File: src/rtl/rnd_pkg.sv
package rnd_pkg;
    typedef enum logic [1:0] {
        RM_NEAR_EVEN = 2'b00,
        RM_ZERO      = 2'b01,
        RM_POS       = 2'b10,
        RM_NEG       = 2'b11
    } rmode_e;
endpackage

File: src/rtl/rnd_prenorm.sv
module rnd_prenorm #(
    parameter int MW = 33,
    parameter int EW = 10
) (
    input  logic [MW-1:0]        mant,
    input  logic signed [EW-1:0] exp_i,
    output logic [MW-2:0]        norm,
    output logic                 lost,
    output logic signed [EW-1:0] exp_o
);
    logic wide;
    always_comb begin
        wide  = mant[MW-1];
        norm  = wide ? mant[MW-1:1] : mant[MW-2:0];
        lost  = wide & mant[0];
        exp_o = exp_i + EW'(wide);
    end
endmodule

File: src/rtl/rnd_decide.sv
module rnd_decide
    import rnd_pkg::*;
#(
    parameter int NW = 32,
    parameter int XW = 8
) (
    input  logic [NW-1:0]    norm,
    input  logic             lost,
    input  logic             sign,
    input  rmode_e           mode,
    output logic [NW-XW-1:0] kept,
    output logic             inc,
    output logic             inexact
);
    logic lsb, rbit, sbit;
    always_comb begin
        kept    = norm[NW-1:XW];
        lsb     = norm[XW];
        rbit    = norm[XW-1];
        sbit    = (|norm[XW-2:0]) | lost;
        inexact = rbit | sbit;
        unique case (mode)
            RM_NEAR_EVEN: inc = rbit & (sbit | lsb);
            RM_ZERO:      inc = 1'b0;
            RM_POS:       inc = ~sign & inexact;
            RM_NEG:       inc = sign & inexact;
            default:      inc = 1'b0;
        endcase
    end
endmodule

File: src/rtl/rnd_post.sv
module rnd_post #(
    parameter int SW    = 24,
    parameter int EW    = 10,
    parameter int EXP_W = 8
) (
    input  logic [SW-1:0]        kept,
    input  logic                 inc,
    input  logic signed [EW-1:0] exp_i,
    output logic [SW-1:0]        mant,
    output logic [EXP_W-1:0]     exp_o,
    output logic                 ovf,
    output logic                 unf
);
    localparam logic signed [EW-1:0] EXP_TOP = EW'((1 << EXP_W) - 1);
    logic [SW:0]          sum;
    logic signed [EW-1:0] exp_f;
    always_comb begin
        sum   = {1'b0, kept} + {{SW{1'b0}}, inc};
        mant  = sum[SW] ? sum[SW:1] : sum[SW-1:0];
        exp_f = exp_i + EW'(sum[SW]);
        exp_o = exp_f[EXP_W-1:0];
        ovf   = exp_f >= EXP_TOP;
        unf   = exp_f <= 0;
    end
endmodule

File: src/rtl/rnd_unit.sv
module rnd_unit
    import rnd_pkg::*;
#(
    parameter int FRAC_W = 23,
    parameter int XTRA_W = 8,
    parameter int EXP_W  = 8
) (
    input  logic                  clk,
    input  logic                  rst_n,
    input  logic                  sign_in,
    input  logic [EXP_W+1:0]      exp_in,
    input  logic [FRAC_W+XTRA_W+1:0] mant_in,
    input  logic [1:0]            mode_in,
    output logic [FRAC_W:0]       mant_out,
    output logic [EXP_W-1:0]      exp_out,
    output logic                  sign_out,
    output logic                  ovf_out,
    output logic                  unf_out,
    output logic                  inexact_out
);
    localparam int MW = FRAC_W + XTRA_W + 2;
    localparam int NW = MW - 1;
    localparam int EW = EXP_W + 2;
    localparam int SW = FRAC_W + 1;

    logic [NW-1:0]        norm;
    logic                 lost, inc, inexact, ovf, unf;
    logic signed [EW-1:0] exp_pre;
    logic [SW-1:0]        kept, mant_r;
    logic [EXP_W-1:0]     exp_r;
    rmode_e               mode;

    assign mode = rmode_e'(mode_in);

    rnd_prenorm #(.MW(MW), .EW(EW)) u_pre (
        .mant(mant_in), .exp_i($signed(exp_in)),
        .norm(norm), .lost(lost), .exp_o(exp_pre)
    );

    rnd_decide #(.NW(NW), .XW(XTRA_W)) u_dec (
        .norm(norm), .lost(lost), .sign(sign_in), .mode(mode),
        .kept(kept), .inc(inc), .inexact(inexact)
    );

    rnd_post #(.SW(SW), .EW(EW), .EXP_W(EXP_W)) u_post (
        .kept(kept), .inc(inc), .exp_i(exp_pre),
        .mant(mant_r), .exp_o(exp_r), .ovf(ovf), .unf(unf)
    );

    always_ff @(posedge clk or negedge rst_n) begin
        if (!rst_n) begin
            mant_out    <= '0;
            exp_out     <= '0;
            sign_out    <= 1'b0;
            ovf_out     <= 1'b0;
            unf_out     <= 1'b0;
            inexact_out <= 1'b0;
        end else begin
            mant_out    <= mant_r;
            exp_out     <= exp_r;
            sign_out    <= sign_in;
            ovf_out     <= ovf;
            unf_out     <= unf;
            inexact_out <= inexact;
        end
    end
endmodule

File: config.mk
export PLATFORM = sky130hd
export DESIGN_NAME = rnd_unit
export DESIGN_NICKNAME = d
export VERILOG_FILES = /design/src/rtl/rnd_pkg.sv /design/src/rtl/rnd_prenorm.sv /design/src/rtl/rnd_decide.sv /design/src/rtl/rnd_post.sv /design/src/rtl/rnd_unit.sv
export SDC_FILE = /design/constraint.sdc
export NUM_CORES = 1
export LEC_CHECK = 0
export ABC_AREA = 1
export BUFFER_PORTS_ARGS = -buffer_cell sky130_fd_sc_hd__buf_2
export CAP_MARGIN = 0
export CORE_UTILIZATION = 44
export CTS_CLUSTER_DIAMETER = 50
export DETAILED_ROUTE_END_ITERATION = 8
export PLACE_DENSITY = 0.72
export SLEW_MARGIN = 10
export SYNTH_ARGS = -nofsm -noshare
export SYNTH_HDL_FRONTEND = slang
export SYNTH_HIERARCHICAL = 1
export SYNTH_SLANG_ARGS = --single-unit
File: constraint.sdc
create_clock -name clk -period 0.8 [get_ports clk]
set_input_delay 0.16 -clock clk [delete_from_list [all_inputs] [get_ports clk]]
set_output_delay 0.16 -clock clk [all_outputs]
set_load 0.005 [all_outputs]
==> impl_results.md, run 1 <==
- Status: finished, violations left
- Failing checks: DRC, setup timing
- Tot Pwr: between 5 and 6 mW
- Total global routing overflow: 0
- Register area share after synthesis: 30.57%
- Critical path's largest stage delay: 0.20 ns
- Fin area: around 4600 um^2
- Worst slew margin: 74.80%
- Initial antenna violation count: 0
- Largest delay share family, worst path: simple AND/OR/NAND/NOR gates
- Number of global-route vias before repair: around 3200
- Crit path buf inv count: 4
- Most common cell after layout, fill and taps aside: nand2_1
- Distinct cells, synth: 30
- Clock share of power: about 26%
- MaxCap Viol Count: 0
- WS Path Type: primary input to register
- Final min period: 2.679 ns
- Most frequent cells in the layout: 164 x nand2_1, 98 x buf_4, 82 x buf_2
- Setup TNS: -45.06 ns
- Die X: roughly 84 um
- Crit path DAT: a little under 3 ns
- Register bit count reported by yosys: 36
- Internal: approximately 3.5 mW
- Syn Inst Count: approximately 450
- Critical Path Start Type: primary input
- Area of the multi-input gates: between 1500 and 2000 um^2
- Main flop type after synthesis: dfrtp_1
- Crit. Startpoint: mant_in[32]
- Fraction of layout cells with a size suffix above 1: 46.47%
- H-tree Lvls: 2
- TritonCTS Buffers: 5
- Detailed-router iteration count before antenna repair: 6
- Ports: 84
- Hold Crit Class: primary input to register
- Sequential Area: between 900 and 1000 um^2
- Diode count: 0
- Ys Warns: 6
- Switching portion of total power: between 30% and 40%
- Post-Synthesis Cell Area: ~2900 um^2
- Final hold slack: 0.3036 ns
- RSZ-0062 raised after global routing: yes
- Layout area overhead: 55.63%
- Endpoints failing setup: 70
- Worst setup margin: -1.879 ns
- Core region area: approximately 6400 um^2
- Max VDD drop: about 0.00058 V
- WL final: a little over 8000 um
- Longest Clk Path Bufs: 2
- Root Driver: clkbuf_8
- Final Hold Vio Count: 0
- Crit Path Max Fanout: 7
- Filler cells: a little under 500
- GPL Wtd Cong: ~0.97
- Total Routing Usage GR: 23.59%
- Top cell by count, worst path: nand2_1
- Period utilization: 334.8%
- CP endpoint kind: register
- WP data required: between 1 and 1.5 ns
- Initial Utilization: a little under half
- Row count: 29
- Critical-path top delay cell: nor2_4
- Worst Min Path Start: exp_in[9]
- Leak Pwr: roughly 2.6 nW
- Max-slew violations: 0
- Clock sinks: 36
- Asr flop ratio synth: 100.0%
- Drt wl/cell: approximately 12 um
- Clock slew at reported path FFs: approximately 0.06 ns
- Final Non-Filler Cells: 701
- Post-route ant nets: 0
- Die Area: between 7000 and 8000 um^2
- Global-route wire length before repair: 13500 um
- # placed instances: 671
- Placed inst area: 4015 um^2
- Vias: about 3400
- CTS tree: done
- Die Height: around 84 um
- Combinational power share: about a third
- Drt drc: 7
- PD cells: between 1000 and 1500 nW/um^2
- Post-layout util: 71.40%
- Largest net degree at the start of global routing: 37
- Post-synthesis net count: 508
- EDFF count, synth: 0
- Max frequency: roughly 370 MHz
- Detailed Route Iter0 Violations: approximately 150
- Number of buffers added on ports: 83
- Final #Nets: around 680
- Mapped Avg Cell Area: about 6.5 um^2
- Vias/cell: 4.799
- Seq pwr share: 39.5%
- Post-DP HPWL: about 6000 um
- Worst-Margin Slew: between 0.3 and 0.4 ns
- P_sw: ~1.5 mW
- Pre-CTS setup slack: -2.406 ns
-- cell families (layout without fill, tap and decap cells) --
logic type	count (synthesis)	in the layout	share of synthesized area, %
and+or+nand+nor	290	292	44.20
buffers and inverters	92	261	15.33
DFF	36	36	30.57
xor gates and xnor gates	16	16	4.756
AOI/OAI and AO/OA	12	12	2.165
adders and majority gates	7	7	2.972
-- sequential cells by signal (all words and copies together), names as in the netlist --
signal / flops
exp_out: 8
inexact_out: 1
mant_out: 24
ovf_out: 1
sign_out: 1
unf_out: 1
-- timing repair --
action                     in CTS  in global routing
hold buffers                    2                  0
gates resized for setup        45                 33
gates cloned                    3                  1
setup endpoints to repair      71                 70
hold endpoints to repair       37                  0
buffers inserted                9                 11
pin swaps                      36                 34
-- area by class of cell --
| cell class | count | share of cell area [%] |
|---|---|---|
| inverters | 61 | 5.457 |
| flip-flops and latches | 36 | 19.65 |
| repair inverters | 1 | 0.3547 |
| repair buffers | 191 | 28.46 |
| multi-input cells | 327 | 41.96 |
| clock inverters | 2 | 0.2183 |
| clock buffers | 6 | 1.801 |
| well taps | 77 | 2.101 |
-- tightest hold or removal path: cells and delay by family --
kind	cells	cell delay (ns)
simple gates	2	0.11
compound gates	1	0.04
xor+xnor	1	0.15
buf+inv	1	0.08
-- power groups by stage --
| stage | logic, mW | registers, mW | clock network (mW) |
|---|---|---|---|
| 6_report | 1.75 | 1.99 | 1.29 |
| 5_1_grt | 1.93 | 2.00 | 1.41 |
| 4_1_cts | 1.64 | 1.99 | 1.32 |
| 3_5_place_dp | 1.53 | 2.02 | 0 |
| 3_3_place_gp | 1.50 | 2.02 | 0 |
| 2_1_floorplan | 0.792 | 2.05 | 0 |
-- cells in the mapped netlist, types with 5 or more instances --
cell type  count  area share (%)
buf_2          6             1.0
buf_4         24             6.1
dfrtp_1       36              31
ha_1           7             3.0
inv_1         53             6.8
inv_2          7            0.89
nand2_1      189              24
nand3_1       24             4.1
nand3_2        6             2.0
nand4_1        6             1.3
nor2_1        40             5.1
nor3_1         7             1.2
o21ai_0        7             1.2
xnor2_1        5             1.5
xor2_1        11             3.3
-- path summary, 6_finish.rpt --
kind	end	slack (ns)	depth (start not counted)
worst max-delay path	unf_out$_DFF_PN0_	-1.88	30
worst min-delay path	ovf_out$_DFF_PN0_	0.30	5
max in group asynchronous	mant_out[13]$_DFF_PN0_	0.25	3
min in group asynchronous	ovf_out$_DFF_PN0_	0.37	3
-- per-layer routing --
metal  up-vias  GRT usage (%)  part of all wire (%)
met1      1501          28.06                    39
met3        32          3.561                   7.1
met5         -              0                     0
li1       1695              -                     -
met4         0          9.875                   3.4
met2       136          42.18                    50
Power figures use the tool's default switching activity.
==> run 2: changes to the inputs <==
==> constraint.sdc (replaced) <==
create_clock -name clk -period 0.8 [get_ports clk]
set_input_delay 0.08 -clock clk [delete_from_list [all_inputs] [get_ports clk]]
set_output_delay 0.08 -clock clk [all_outputs]
set_load 0.005 [all_outputs]
==> impl_results.md, run 2 (synthesis gave the netlist of run 1 again) <==
- CTS tree: done
- Fraction of layout cells with a size suffix above 1: 45.59%
- WS Path Type: primary input to register
- Number of global-route vias before repair: about 3200
- Endpoints failing setup: 70
- Worst setup path endpoint: ovf_out$_DFF_PN0_
- Diode count: 0
- H-tree Lvls: 2
- Leak Pwr: 2.552 nW
- Period utilization: 316.6%
- Die Area: roughly 7000 um^2
- Detailed Route Iter0 Violations: between 150 and 200
- Number of buffers added on ports: between 80 and 90
- Top cell by count, worst path: nand2_1
- Most common cell after layout, fill and taps aside: nand2_1
- Critical Path Start Type: primary input
- Combinational power share: around a third
- Met2 GRT Util: 41.73%
- Critical path's largest stage delay: 0.26 ns
- Status: finished, violations left
- Row count: 29
- Internal: 3.493 mW
- Initial Utilization: 45.88%
- Pre-CTS setup slack: -2.321 ns
- Final Non-Filler Cells: 700
- PD cells: roughly 1100 nW/um^2
- WL final: roughly 8000 um
- RSZ-0062 raised after global routing: yes
- Post-layout util: between 70% and 80%
- Vias/cell: ~4.7
- Total global routing overflow: 0
- Most frequent cells in the layout: 167 x nand2_1, 98 x buf_4, 82 x buf_2
- MaxCap Viol Count: 0
- Global-route wire length before repair: 13420 um
- Max frequency: 394.8 MHz
- Biggest regs: mant_out (24), exp_out (8)
- Reg with most FFs: mant_out
- Vias: ~3300
- Clock slew at reported path FFs: around 0.070 ns
- Crit path DAT: between 2 and 3 ns
- CP endpoint kind: register
- Hold Crit Class: primary input to register
- Crit. Startpoint: mant_in[32]
- Seq pwr share: about two fifths
- Tot Pwr: around 5.0 mW
- Clock share of power: 25.8%
- Failing checks: DRC, setup timing
- Detailed-router iteration count before antenna repair: 6
- Final #Nets: ~680
- P_sw: 1.505 mW
- WP data required: slightly above 1 ns
- Worst setup margin: -1.733 ns
- Initial antenna violation count: 0
- Core region area: about 6400 um^2
- Hold depth: 6
- Post-route ant nets: 0
- Total Routing Usage GR: 23.59%
- Die Height: ~84 um
- Most used routing layer: met2
- Clock sinks: 36
- Ports: 84
- Setup TNS: -39.09 ns
- Drt drc: 8
- Final Hold Vio Count: 0
- GR Layer Usage met3: under 10%
- Max FFs per register: 24
- GPL Wtd Cong: between 0.9 and 1
- Final min period: 2.533 ns
- Max VDD drop: roughly 0.00065 V
- Post-DP HPWL: approximately 6000 um
- Max-slew violations: 0
- TritonCTS Buffers: 5
- Critical-path top delay cell: ha_4
- Switching portion of total power: about 30%
- Crit Path Max Fanout: 7
- Longest Clk Path Bufs: 2
- M1 GR Usage: between 20% and 30%
- Worst slew margin: between 70% and 80%
- Layout area overhead: 53.72%
- Die X: between 80 and 90 um
- Worst-Margin Slew: roughly 0.40 ns
- Largest net degree at the start of global routing: 37
- Root Driver: clkbuf_8
- Drt wl/cell: between 10 and 15 um
- # placed instances: 671
[run 2: worst max-delay path, delay by kind of cell]
family / cells / cell delay (ns)
buffers and inverters: 5 / 0.31
adders and majority gates: 4 / 0.74
and+or+nand+nor: 20 / 1.47
AOI/OAI and AO/OA: 1 / 0.13
[run 2: cell type report]
cell class / instances / area, um^2
sequential: 36 / 900.9
timing repair buffer: 190 / 1290
fill: 504 / 1893
clock inverter: 2 / 10.01
multi-input combinational: 327 / 1888
clock buffer: 6 / 82.58
tap: 77 / 96.34
timing repair inverter: 1 / 11.26
inverter: 61 / 250.2
[run 2: how the worst min path moves through the flow]
stage	from	endpoint	slack (ns)
6_report	mant_in[7]	inexact_out$_DFF_PN0_	0.20
5_1_grt	mant_in[7]	inexact_out$_DFF_PN0_	0.23
4_1_cts	mant_in[7]	inexact_out$_DFF_PN0_	0.19
3_5_place_dp	rst_n	exp_out[6]$_DFF_PN0_	0.05
3_3_place_gp	rst_n	unf_out$_DFF_PN0_	0.05
2_1_floorplan	rst_n	exp_out[0]$_DFF_PN0_	-0.22
[run 2: power groups by stage]
stage	combinational (mW)	sequential [mW]	clock, mW
after global placement	1.50	2.02	0
after global routing	1.90	2.00	1.42
final	1.72	1.99	1.29
after detailed placement	1.53	2.03	0
after CTS	1.65	1.99	1.32
after floorplan	0.792	2.05	0
[run 2: through the flow]
step | hold WS [ns] | cell area, um^2
6_report | 0.1985 | 4529
5_1_grt | 0.2306 | 4529
4_1_cts | 0.1929 | 4417
3_5_place_dp | 0.05182 | 4015
3_3_place_gp | 0.05090 | 4015
2_1_floorplan | -0.2156 | 3063
[run 2: what timing repair did]
action | 4_1_cts | 5_1_grt
gates cloned | 3 | 1
buffers inserted | 11 | 7
pin swaps | 35 | 12
hold endpoints to repair | 37 | 0
gates resized for setup | 46 | 21
endpoints found under the setup margin | 71 | 70
hold buffers | 2 | 0
[run 2: per-layer routing]
metal	wire length (um)	vias up
met3	537	13
met2	4038	117
met1	3262	1449
met4	161	0
li1	-	1693
met5	0	-
